**src/rtl/sram_ctrl_pkg.sv**
```systemverilog
// Package: shared types for the static RAM bus controller.
// Assumes: nothing beyond IEEE 1800-2017.
package sram_ctrl_pkg;

    // Access sequencer states; one RAM access runs through a subset of them.
    typedef enum logic [2:0] {
        ST_IDLE     = 3'd0,
        ST_READ     = 3'd1,
        ST_WR_SETUP = 3'd2,
        ST_WR_PULSE = 3'd3,
        ST_WR_HOLD  = 3'd4
    } ctrl_state_e;

    // Larger of three phase lengths, used to size the shared phase counter.
    function automatic int unsigned max3(input int unsigned a, input int unsigned b,
                                         input int unsigned c);
        int unsigned m;
        m = (a > b) ? a : b;
        return (m > c) ? m : c;
    endfunction

endpackage

```
**src/rtl/sram_phase_timer.sv**
```systemverilog
// Module: sram_phase_timer
// Counts down the length of one access phase. A load sets the count to
// (phase length - 1); 'last' is high in the final cycle of the phase.
// Assumes: load is pulsed by the sequencer on entry to each phase.
module sram_phase_timer #(
    parameter int unsigned CNT_W = 2
) (
    input  logic             clk,
    input  logic             rst_n,
    input  logic             load,
    input  logic [CNT_W-1:0] load_val,
    output logic             last
);

    logic [CNT_W-1:0] cnt_q;

    // Phase counter: load on phase entry, then count down to zero and hold.
    always_ff @(posedge clk) begin
        if (!rst_n)
            cnt_q <= '0;
        else if (load)
            cnt_q <= load_val;
        else if (cnt_q != '0)
            cnt_q <= cnt_q - 1'b1;
    end

    assign last = (cnt_q == '0);

    // A load of zero must give a one-cycle phase; a non-zero load must not.
    p_timer_load_r4: assert property (@(posedge clk) disable iff (!rst_n)
        load |=> (last == ($past(load_val) == '0)));

endmodule

```
**src/rtl/sram_lane_unit.sv**
```systemverilog
// Module: sram_lane_unit
// Per-byte-lane logic: active-low byte selects gated by the request mask,
// and the read capture register that zeroes lanes outside the mask.
// Assumes: DATA_W is a multiple of LANE_W; capture is a single-cycle pulse.
module sram_lane_unit #(
    parameter int unsigned DATA_W = 16,
    parameter int unsigned LANE_W = 8,
    localparam int unsigned LANES = DATA_W / LANE_W
) (
    input  logic              clk,
    input  logic              rst_n,
    input  logic              sel_en,
    input  logic [LANES-1:0]  mask,
    input  logic              capture,
    input  logic [DATA_W-1:0] d_in,
    output logic [LANES-1:0]  bsel_n,
    output logic [DATA_W-1:0] rdata
);

    for (genvar g = 0; g < LANES; g++) begin : g_lane
        // Byte select is asserted only inside a strobe phase and for an enabled lane.
        assign bsel_n[g] = ~(sel_en & mask[g]);

        // Read capture for this lane; a disabled lane returns zero.
        always_ff @(posedge clk) begin
            if (!rst_n)
                rdata[g*LANE_W +: LANE_W] <= '0;
            else if (capture)
                rdata[g*LANE_W +: LANE_W] <= mask[g] ? d_in[g*LANE_W +: LANE_W]
                                                     : '0;
        end
    end

    // An empty mask never asserts a byte select.
    p_empty_mask_r8: assert property (@(posedge clk) disable iff (!rst_n)
        (mask == '0) |-> (&bsel_n));

    // Read data is captured only while the read strobe phase is active.
    p_capture_in_phase_r3: assert property (@(posedge clk) disable iff (!rst_n)
        capture |-> sel_en);

endmodule

```
**src/rtl/sram_bus_ctrl.sv**
```systemverilog
// Module: sram_bus_ctrl (top)
// Runs one asynchronous static RAM access per accepted request.
//   Read:  RD_CYC cycles with chip select and output enable low, data
//          captured on the last edge.
//   Write: TA_CYC turnaround cycles (output enable high, bus released),
//          WR_CYC strobe cycles with data driven, then one hold cycle
//          with the strobe high and data still driven.
// Assumes: RD_CYC, WR_CYC, TA_CYC >= 1 and chosen from the clock period to
// meet the RAM's minimum times; RAM control pins are active low.
module sram_bus_ctrl
    import sram_ctrl_pkg::*;
#(
    parameter int unsigned ADDR_W = 16,
    parameter int unsigned DATA_W = 16,
    parameter int unsigned RD_CYC = 2,
    parameter int unsigned WR_CYC = 1,
    parameter int unsigned TA_CYC = 1,
    localparam int unsigned LANES  = DATA_W / 8,
    localparam int unsigned MAXCYC = max3(RD_CYC, WR_CYC, TA_CYC),
    localparam int unsigned CNT_W  = (MAXCYC < 2) ? 1 : $clog2(MAXCYC)
) (
    input  logic              clk,
    input  logic              rst_n,
    input  logic              req_valid,
    output logic              req_ready,
    input  logic              req_write,
    input  logic [ADDR_W-1:0] req_addr,
    input  logic [DATA_W-1:0] req_wdata,
    input  logic [LANES-1:0]  req_mask,
    output logic              rsp_valid,
    output logic [DATA_W-1:0] rsp_rdata,
    output logic              ram_cs_n,
    output logic              ram_rd_n,
    output logic              ram_wr_n,
    output logic [LANES-1:0]  ram_bsel_n,
    output logic [ADDR_W-1:0] ram_a,
    output logic [DATA_W-1:0] ram_d_out,
    input  logic [DATA_W-1:0] ram_d_in,
    output logic              ram_d_drive
);

    localparam logic [CNT_W-1:0] RD_LOAD = CNT_W'(RD_CYC - 1);
    localparam logic [CNT_W-1:0] WR_LOAD = CNT_W'(WR_CYC - 1);
    localparam logic [CNT_W-1:0] TA_LOAD = CNT_W'(TA_CYC - 1);

    ctrl_state_e       state_q, state_d;
    logic [ADDR_W-1:0] addr_q;
    logic [DATA_W-1:0] wdata_q;
    logic [LANES-1:0]  mask_q;
    logic              rsp_q;
    logic              accept;
    logic              t_load;
    logic [CNT_W-1:0]  t_val;
    logic              t_last;
    logic              capture;
    logic              sel_en;

    assign accept  = req_valid && (state_q == ST_IDLE);
    assign capture = (state_q == ST_READ) && t_last;

    // Next-state and phase-timer load selection.
    always_comb begin
        state_d = state_q;
        t_load  = 1'b0;
        t_val   = '0;
        unique case (state_q)
            ST_IDLE: if (accept) begin
                t_load  = 1'b1;
                if (req_write) begin
                    state_d = ST_WR_SETUP;
                    t_val   = TA_LOAD;
                end else begin
                    state_d = ST_READ;
                    t_val   = RD_LOAD;
                end
            end
            ST_READ:     if (t_last) state_d = ST_IDLE;
            ST_WR_SETUP: if (t_last) begin
                state_d = ST_WR_PULSE;
                t_load  = 1'b1;
                t_val   = WR_LOAD;
            end
            ST_WR_PULSE: if (t_last) state_d = ST_WR_HOLD;
            ST_WR_HOLD:  state_d = ST_IDLE;
            default:     state_d = ST_IDLE;
        endcase
    end

    // Sequencer state register.
    always_ff @(posedge clk) begin
        if (!rst_n) state_q <= ST_IDLE;
        else        state_q <= state_d;
    end

    // Request capture: address, data and mask held for the whole access.
    always_ff @(posedge clk) begin
        if (!rst_n) begin
            addr_q  <= '0;
            wdata_q <= '0;
            mask_q  <= '0;
        end else if (accept) begin
            addr_q  <= req_addr;
            wdata_q <= req_wdata;
            mask_q  <= req_mask;
        end
    end

    // One-cycle read-valid strobe, raised on the capture edge.
    always_ff @(posedge clk) begin
        if (!rst_n) rsp_q <= 1'b0;
        else        rsp_q <= capture;
    end

    sram_phase_timer #(.CNT_W(CNT_W)) u_timer (
        .clk      (clk),
        .rst_n    (rst_n),
        .load     (t_load),
        .load_val (t_val),
        .last     (t_last)
    );

    assign sel_en = (state_q == ST_READ) || (state_q == ST_WR_PULSE);

    sram_lane_unit #(.DATA_W(DATA_W), .LANE_W(8)) u_lanes (
        .clk     (clk),
        .rst_n   (rst_n),
        .sel_en  (sel_en),
        .mask    (mask_q),
        .capture (capture),
        .d_in    (ram_d_in),
        .bsel_n  (ram_bsel_n),
        .rdata   (rsp_rdata)
    );

    // RAM pin decode from the registered state: glitch-free, one level deep.
    assign ram_cs_n    = (state_q == ST_IDLE);
    assign ram_rd_n    = (state_q != ST_READ);
    assign ram_wr_n    = (state_q != ST_WR_PULSE);
    assign ram_d_drive = (state_q == ST_WR_PULSE) || (state_q == ST_WR_HOLD);
    assign ram_a       = addr_q;
    assign ram_d_out   = wdata_q;
    assign req_ready   = (state_q == ST_IDLE);
    assign rsp_valid   = rsp_q;

    // Deselected RAM sees no strobes and no driven data.
    p_idle_quiet_r1: assert property (@(posedge clk) disable iff (!rst_n)
        ram_cs_n |-> (ram_rd_n && ram_wr_n && (&ram_bsel_n) && !ram_d_drive));

    // Read-valid is a single-cycle pulse.
    p_rsp_single_r2: assert property (@(posedge clk) disable iff (!rst_n)
        rsp_valid |=> !rsp_valid);

    // The strobe falls only after a cycle with the RAM selected and its outputs off.
    p_setup_before_strobe_r4: assert property (@(posedge clk) disable iff (!rst_n)
        $fell(ram_wr_n) |-> ($past(ram_rd_n) && !$past(ram_cs_n)));

    // Never drive the data lines while the RAM may drive them.
    p_no_contention_r6: assert property (@(posedge clk) disable iff (!rst_n)
        ram_d_drive |-> ram_rd_n);

    // Data is still driven in the cycle after the strobe rises (hold).
    p_hold_after_strobe_r6: assert property (@(posedge clk) disable iff (!rst_n)
        $rose(ram_wr_n) |-> ram_d_drive);

    // An accepted request makes the controller busy on the next cycle.
    p_busy_after_accept_r7: assert property (@(posedge clk) disable iff (!rst_n)
        (req_valid && req_ready) |=> !req_ready);

    // The address stays put while the RAM remains selected.
    p_addr_stable_r9: assert property (@(posedge clk) disable iff (!rst_n)
        (!ram_cs_n && !$past(ram_cs_n)) |-> $stable(ram_a));

    // Write strobe only with chip selected and RAM outputs disabled.
    p_strobe_gated_r10: assert property (@(posedge clk) disable iff (!rst_n)
        !ram_wr_n |-> (!ram_cs_n && ram_rd_n));

endmodule

```
**config.mk**
```make
export PLATFORM = sky130hd
export DESIGN_NAME = sram_bus_ctrl
export DESIGN_NICKNAME = d
export VERILOG_FILES = /design/src/rtl/sram_ctrl_pkg.sv /design/src/rtl/sram_phase_timer.sv /design/src/rtl/sram_lane_unit.sv /design/src/rtl/sram_bus_ctrl.sv
export SDC_FILE = /design/constraint.sdc
export NUM_CORES = 1
export LEC_CHECK = 0
export ABC_AREA = 1
export BUFFER_PORTS_ARGS = -buffer_cell sky130_fd_sc_hd__buf_2
export CAP_MARGIN = 10
export CORE_ASPECT_RATIO = 0.5
export CORE_UTILIZATION = 40
export DETAILED_ROUTE_END_ITERATION = 10
export PLACE_DENSITY_LB_ADDON = 0.1
export SLEW_MARGIN = 20
export SYNTH_ARGS = -nofsm -noshare
export SYNTH_HDL_FRONTEND = slang
export SYNTH_SLANG_ARGS = --single-unit
```
**constraint.sdc**
```tcl
create_clock -name clk -period 3.1 [get_ports clk]
set_input_delay 0.465 -clock clk [delete_from_list [all_inputs] [get_ports clk]]
set_output_delay 0.465 -clock clk [all_outputs]
set_load 0.05 [all_outputs]
```
Word-level counts from Yosys, hierarchy flattened:

Index checks and enable logic that the tools add are counted.

* register bits: 55
* input port bits: 54

* add/subtract/negate cells: 1
* equal/unequal tests: 10
* muxes and demuxes: 16
* bitwise operators: 5
* reductions and logical operators: 6

Operators by type and width (count)
* 2-to-1 mux 8 bit: 2
* 2-to-1 mux 3 bit: 4
* case mux 3 bit (4 select lines): 1
* 2-to-1 mux 1 bit: 7
* equality test 3 x 2 -> 1 bit (second input constant): 2
* != test 2 bit (second input constant): 3
* AND reduction 4 bit: 1
* equality test 3 x 1 -> 1 bit (second input constant): 1
* equality test 3 bit (second input constant): 1
* logical NOT 3 bit: 1
* != test 3 x 1 -> 1 bit (second input constant): 1
* != test 3 x 2 -> 1 bit (second input constant): 1
* inverter 1 bit: 3
* AND 1 bit: 2
* logical AND 1 bit: 2
* logical OR 1 bit: 2
* 2-to-1 mux 2 bit: 1
* != test 2 x 1 -> 1 bit (second input constant): 1
* case mux 1 bit (2 select lines): 1
* subtractor 1 bit (second input constant): 1

Logic depth before layout (Yosys ltp):

Gate-level depths: netlist of run 1.

* depth after elaboration: 5
* gate-level depth with buffers: 7
* mapped depth without buffers: 7

Cells and area by module:

Synthesis of run 1 repeated with hierarchy kept, for this count alone.

* cell total of the unflattened synthesis: 404
* area, all modules: 2760.1 sq um

Modules (own cells, without submodules)
* sram_bus_ctrl: instances 1, cells an instance 325, area each 2042.0 sq um, seq. area each 760.7 sq um
* sram_lane_unit: instances 1, cells an instance 74, area each 680.7 sq um, seq. area each 320.3 sq um
* sram_phase_timer: instances 1, cells an instance 5, area each 37.5 sq um, seq. area each 20.0 sq um

Worst setup path before layout of run 1:

OpenSTA, ideal clock, no wires.

* path kind: flip-flop to output port
* start point: register state_q[2]
* end point: output ram_d_drive
* arrival time: 1387 ps
* required time: 2635 ps
* path slack: 1248 ps
* stages on the path, launching flop included: 6
* cells stage by stage: dfxtp_1 -> clkinv_2 -> nand2_2 -> inv_1 -> nand2_1 -> nand2_1

* cells in the longest elaborated chain, start to end: 2

Ends and longest elaborated chain
* start: declaration: line sram_bus_ctrl.sv:46 `ctrl_state_e state_q, state_d;`
* start signal: assignment: line sram_bus_ctrl.sv:92 `else state_q <= state_d;`
* equality test 3 x 2 -> 1 bit or equality test 3 bit (tied branches): line sram_bus_ctrl.sv:139 `assign ram_d_drive = (state_q == ST_WR_PULSE) || (state_q == ST_WR_HOLD);`
* logical OR 1 bit (*): line sram_bus_ctrl.sv:139
* end: declaration: line sram_bus_ctrl.sv:39 `output logic ram_d_drive`

Mark *: on every way between the ends. The rest lies on a longest branch, timed or not.

Worst setup path in the final report of run 1:

* start point: register state_q[0]
* end point: output ram_cs_n

* cells in the longest elaborated chain, start to end: 1

Ends and longest elaborated chain
* logical NOT 3 bit: line sram_bus_ctrl.sv:136 `assign ram_cs_n = (state_q == ST_IDLE);`
* end: declaration: line sram_bus_ctrl.sv:32 `output logic ram_cs_n,`

Every way passes these cells.

==> metrics.txt, run 1 <==
wire per inst=11.9 µm; # rows=18; Die W=105 µm; crit-path max cell delay=0.36 ns; area grow syn2layout=27.7%; unrepaired setup endpoints after global routing=no; Clock Latency Late Sink=0.31 ns; top-area cell type share of the netlist area=0.515; total CTS buffers=5; GP Congestion=0.819; clk_skew=0.0122 ns; Max VDD drop=271 µV; vias in the first global route=1669; hold_sp=req_write; nets@finish=415; H-tree Lvls=2; Synth area leader=dfxtp_1; total placed cells including tap cells=424; Worst Hold Depth=2; global-route wire length before repair=7730 µm; initial antenna violation count=0; RR Startpoint=state_q[0]$_SDFFE_PN0P_; #FFs+latches synth=55; Max Freq=527 MHz; crit path DAT=1.43 ns; Final setup viols=0; PortBufs=109; reg2reg setup slack=1.35 ns; Cell Area, Synth=0.00214 mm²; CP endpoint kind=output pin; Remaining DRCs=0; clock share of power=0.234; max cap viols=0; largest net degree at the start of global routing=37; deepest clock path buffer count=2; vias per cell=4.88; Num Clock Sinks=55; fraction of layout cells with a size suffix above 1=0.356; setup slack at placement=1.34 ns; clock-pin slew on the worst setup and hold paths=0.10 ns; Startpoint Class=flop; Hold EP=u_timer.cnt_q$_SDFF_PN0_; combinational share of power=0.309; Crit Path Max Fanout=16; die area=0.00566 mm²; # IOs=110; Die Y=53.7 µm; cells on worst reg2reg path=7; critical setup path kind=reg2out; Cell variety after synth=22; HPWL after DPL=3450 µm; status=finished, final reports clean; Core Region=0.00504 mm²; reg-to-reg endpoint=ram_d_out[1]$_SDFFE_PN0P_; DRT Wirelength=5130 µm; Max Slew Vio Count=0; Worst Hold Class=in2reg; diode count=0; CTS tree=built; Setup WS post-layout=1.20 ns; Power Density=645 mW/mm²; Required @ worst endpoint=2.63 ns; Final Hold Fails=0; Final ANT Viol Nets=0; gr ovfl total=0; Psw=684 µW; sequential power share=0.456; Int Pwr=1.08 mW; routed vias=2110; post-CTS setup buffers=0; slew margin rel.=0.574; Final min period=1.90 ns; First-pass DRT Iterations=6; sequential share of the synthesized area=0.515; GRT Overall Usage=0.176; worst-path cell chain=inv_2, nand2_2, nor2_4, buf_2; Leak=1.26 nW; initial cell density of the core=0.424; ranking of synthesized cells by area=dfxtp_1 51%, nand3_1 12%, nand2_1 11%, a21oi_1 8.4%, buf_6 3.7%; final period utilization=0.612; Mapped Nets=318; cts repair resizes=0; Post-Syn Instances=264; Non-Filler Instances=432; clk root buf=clkbuf_8; Syn Area/Cell=8.10 µm²; Sw Ratio=0.388; Ys Warns=0; TNS Setup=0 ns; Starting DRT DRC Count=130; Worst Tran Pin Value=0.639 ns; CTS Hold Bufs=0; Max stage delay cell, worst path=dfxtp_1
## per-stage QoR
step | instance area, µm² | hold WS (ns) | utilization | total power, mW
finish | 2730 | 0.334 | 0.541 | 1.76
global route | 2730 | 0.313 | 0.541 | 1.87
CTS | 2730 | 0.325 | 0.541 | 1.78
detailed placement | 2630 | 0.451 | 0.522 | 1.37
global placement | 2630 | 0.447 | 0.522 | 1.36
floorplan | 2140 | 0.511 | - | 1.28
## state kept, by name (all words and copies together), names as in the netlist
register       count
mask_q             2
ram_d_out         16
u_timer.cnt_q      1
rsp_valid          1
u_lanes.rdata     16
state_q            3
ram_a             16
## power groups by stage
| stage | Sequential (mW) | Clock [mW] | Combinational, mW |
|---|---|---|---|
| 4_1_cts | 0.804 | 0.431 | 0.549 |
| 3_3_place_gp | 0.819 | 0 | 0.542 |
| 6_report | 0.804 | 0.413 | 0.546 |
| 2_1_floorplan | 0.974 | 0 | 0.302 |
| 3_5_place_dp | 0.819 | 0 | 0.549 |
| 5_1_grt | 0.811 | 0.468 | 0.587 |
## placed cells by master, fill, tap and decap left out
| cell type | synthesis | final |
|---|---|---|
| buf_2 | 7 | 109 |
| nand2_1 | 60 | 60 |
| dfxtp_1 | 55 | 55 |
| nand3_1 | 53 | 53 |
| a21oi_1 | 36 | 36 |
| o21ai_1 | 9 | 9 |
| o21ai_0 | 8 | 8 |
| inv_1 | 6 | 6 |
| clkbuf_8 | 0 | 6 |
| nor2_1 | 4 | 4 |
| nand2_2 | 3 | 3 |
| nor2_4 | 2 | 2 |
| inv_2 | 2 | 2 |
| clkinv_2 | 1 | 1 |
| nand2_4 | 1 | 1 |
| nand3_2 | 1 | 1 |
| nand3b_1 | 1 | 1 |
| nor3_1 | 1 | 1 |
| nor3_2 | 1 | 1 |
| clkinv_4 | 0 | 1 |
| clkinvlp_4 | 0 | 1 |
| buf_4 | 2 | 1 |
## logic make-up (layout without fill, tap and decap cells)
group | after synthesis | count (layout) | share of synthesized area
compound gates | 53 | 53 | 0.124
flops | 55 | 55 | 0.515
buf+inv | 29 | 127 | 0.0854
simple gates | 127 | 127 | 0.276
## synthesized netlist by cell type, drive strengths merged
cell type	number
nor2	6
nand3b	1
nand3	54
a21oi	36
clkbuf	4
nor3	2
o21ai	17
buf	16
clkinv	1
nand2	64
inv	8
dfxtp	55
## worst max-delay path by stage
stage	end	from	cells after the start
CTS	req_ready	state_q[0]$_SDFFE_PN0P_	4
detailed placement	ram_d_out[12]$_SDFFE_PN0P_	req_valid	4
floorplan	ram_d_drive	state_q[2]$_SDFFE_PN0P_	5
finish	ram_cs_n	state_q[0]$_SDFFE_PN0P_	4
global placement	mask_q[0]$_SDFFE_PN0P_	req_valid	4
global route	req_ready	state_q[0]$_SDFFE_PN0P_	4
## final cells by class
cell class | count | area [µm²]
Sequential cell | 55 | 1100
Clock buffer | 6 | 82.6
Tap cell | 70 | 87.6
Timing Repair Buffer | 110 | 553
Inverter | 9 | 35.0
Multi-Input combinational cell | 180 | 856
Clock inverter | 2 | 16.3
Fill cell | 509 | 2310
## critical path: cells and delay by family (launching register included)
family	cells	cell delay [ns]
buffers and inverters	2	0.41
flip-flops	1	0.36
AND/OR/NAND/NOR	2	0.35
## routing by layer
metal | track usage | up-vias | part of all wire
li1 | - | 1073 | -
met3 | 0.0642 | 5 | 0.082
met2 | 0.282 | 76 | 0.43
met4 | 0.0563 | 0 | 0.0076
met1 | 0.225 | 956 | 0.48
met5 | 0 | - | 0
Power figures use the tool's default switching activity.
==> inputs of run 2 (changes only) <==
Clock period 3.1 ns to 1.8 ns, I/O delays scaled along.
==> run 2 against run 1 <==
Sequential share of layout area decreased by 1.2 points. Cell area up 3.1%. Critical path depth up 1. Global-route usage increased by 0.41 points. Cell count increased by 1.2%. Clock-buffer cell count did not move. Hold slack lost 0.18 ns. Clock skew down 0.0018 ns. Flip-flop and latch count unchanged. Sequential power up 72%. Critical endpoint is now ram_d_drive.
==> metrics.txt, run 2 (synthesized netlist as in run 1, its figures left out) <==
max cap viols=0 (unchanged); die area=0.00566 mm² (unchanged); most frequent cells in the layout=109 x buf_2, 60 x nand2_1, 55 x dfxtp_1; area grow syn2layout=31.6%; cts repair resizes=0 (unchanged); Worst Hold Class=in2reg; Final Hold Fails=0 (unchanged); Fillers=493 (-3.1%); reg2reg setup slack=0.54 ns (-0.81 ns); Remaining DRCs=0 (unchanged); fraction of layout cells with a size suffix above 1=0.362 (+0.00604); initial cell density of the core=0.424 (unchanged); GRT Overall Usage=0.180 (+0.00408); Core Region=0.00504 mm² (unchanged); Int Pwr=2.12 mW (+96%); critical setup path kind=reg2out; PortBufs=109 (unchanged); crit-path max cell delay=0.40 ns (+0.04 ns); vias in the first global route=1770 (+6.1%); global-route wire length before repair=7950 µm (+2.8%); gr ovfl total=0 (unchanged); Worst Tran Pin Value=0.402 ns (-0.237 ns); Leak=1.30 nW (+3.7%); post-CTS setup buffers=0 (unchanged); Final setup viols=0 (unchanged); H-tree Lvls=2 (unchanged); status=finished, final reports clean; Power Density=1170 mW/mm² (+81%); crit path DAT=1.31 ns (-0.12 ns); combinational share of power=0.296 (-0.013); Startpoint Class=flop; Psw=1.17 mW (+72%); sequential power share=0.418 (-0.038); worst-path cell chain=nand2_2, inv_1, nand2_1, nand2_1, buf_2; Critical path buffers and inverters=2 (unchanged); Final ANT Viol Nets=0 (unchanged); clk_skew=0.0104 ns (-0.00184 ns); CP endpoint kind=output pin; Layout Utilization=0.558 (+0.0166); Starting DRT DRC Count=121 (-6.9%); delay-heaviest family, CP=flip-flops; Required @ worst endpoint=1.53 ns (-1.10 ns); wire per inst=11.9 µm (+0.53%); Max VDD drop=635 µV (+130%); Die Y=53.7 µm (unchanged); First-pass DRT Iterations=4 (-2); Top cell by count, worst path=nand2_1; DRT Wirelength=5220 µm (+1.7%); clock-pin slew on the worst setup and hold paths=0.09 ns (about the same); clk root buf=clkbuf_8; routed vias=2122 (+0.57%); RR Startpoint=state_q[0]$_SDFFE_PN0P_; Crit Path Max Fanout=4 (-12); deepest clock path buffer count=2 (unchanged); # IOs=110 (unchanged); # rows=18 (unchanged); vias per cell=4.86 (-0.58%); unrepaired setup endpoints after global routing=no; Max Freq=633 MHz; total CTS buffers=5 (unchanged); CTS Hold Bufs=0 (unchanged); most common cell after layout, fill and taps aside=buf_2; Sw Ratio=0.356 (-0.0313); final period utilization=0.877; HPWL after DPL=3610 µm (+4.8%); Num Clock Sinks=55 (unchanged); Crit. path cell count=5 (+1); Die W=105 µm (unchanged); Max stage delay cell, worst path=dfxtp_1; Final min period=1.58 ns; diode count=0 (unchanged); Max Slew Vio Count=0 (unchanged); Critical Path Start=state_q[0]$_SDFFE_PN0P_; TNS Setup=0 ns (unchanged); initial antenna violation count=0 (unchanged); largest net degree at the start of global routing=36 (-2.7%); GP Congestion=0.814 (-0.65%); clock share of power=0.286 (+0.052); CTS tree=built; Clock Latency Late Sink=0.30 ns (about the same); slew margin rel.=0.732 (+0.158); cells on worst reg2reg path=4 (-3); Critical Path Sink=ram_d_drive; reg-to-reg endpoint=u_lanes.rdata[0]$_SDFFE_PN0P_; nets@finish=420 (+1.2%)
run 2: worst min-delay path by stage:
stage	to	depth (start not counted)	slack, ns	startpoint
6_report	u_timer.cnt_q$_SDFF_PN0_	2	0.15	req_write
5_1_grt	u_timer.cnt_q$_SDFF_PN0_	2	0.13	req_write
4_1_cts	u_timer.cnt_q$_SDFF_PN0_	2	0.14	req_write
3_5_place_dp	ram_a[13]$_SDFFE_PN0P_	2	0.45	ram_a[13]$_SDFFE_PN0P_
3_3_place_gp	ram_d_out[5]$_SDFFE_PN0P_	2	0.45	ram_d_out[5]$_SDFFE_PN0P_
2_1_floorplan	u_timer.cnt_q$_SDFF_PN0_	1	0.34	req_write
run 2: area by class of cell:
| cell class | instances | area [µm²] | area share |
|---|---|---|---|
| Clock buffer | 6 | 72.6 | 0.0258 |
| Clock inverter | 2 | 60.1 | 0.0213 |
| Inverter | 9 | 35.0 | 0.0124 |
| Multi-Input combinational cell | 180 | 856 | 0.304 |
| Sequential cell | 55 | 1100 | 0.391 |
| Tap cell | 70 | 87.6 | 0.0311 |
| Timing Repair Buffer | 115 | 603 | 0.214 |
run 2: power groups by stage:
stage               registers [mW]  clock network [mW]  logic (mW)
global route                  1.39                1.03        1.05
global placement              1.40                   0       0.970
finish                        1.38               0.943       0.974
detailed placement            1.40                   0       0.980
CTS                           1.38               0.975       0.982
floorplan                     1.68                   0       0.520
run 2: metal layers:
layer,global-route usage,up-vias,share of wire
li1,-,1084,-
met1,0.225,963,0.47
met2,0.310,71,0.45
met3,0.0617,4,0.072
met4,0.0352,0,0.0033
met5,0,-,0
run 2: stage by stage:
step	total power [mW]	std cells	instance area (µm²)	worst slack, ns	hold slack [ns]
after floorplan	2.20	264	2140	0.143	0.340
after global placement	2.37	429	2680	0.551	0.445
after detailed placement	2.38	429	2680	0.533	0.451
after CTS	3.33	437	2820	0.201	0.139
after global routing	3.46	437	2820	0.0765	0.129
final	3.29	437	2820	0.221	0.151
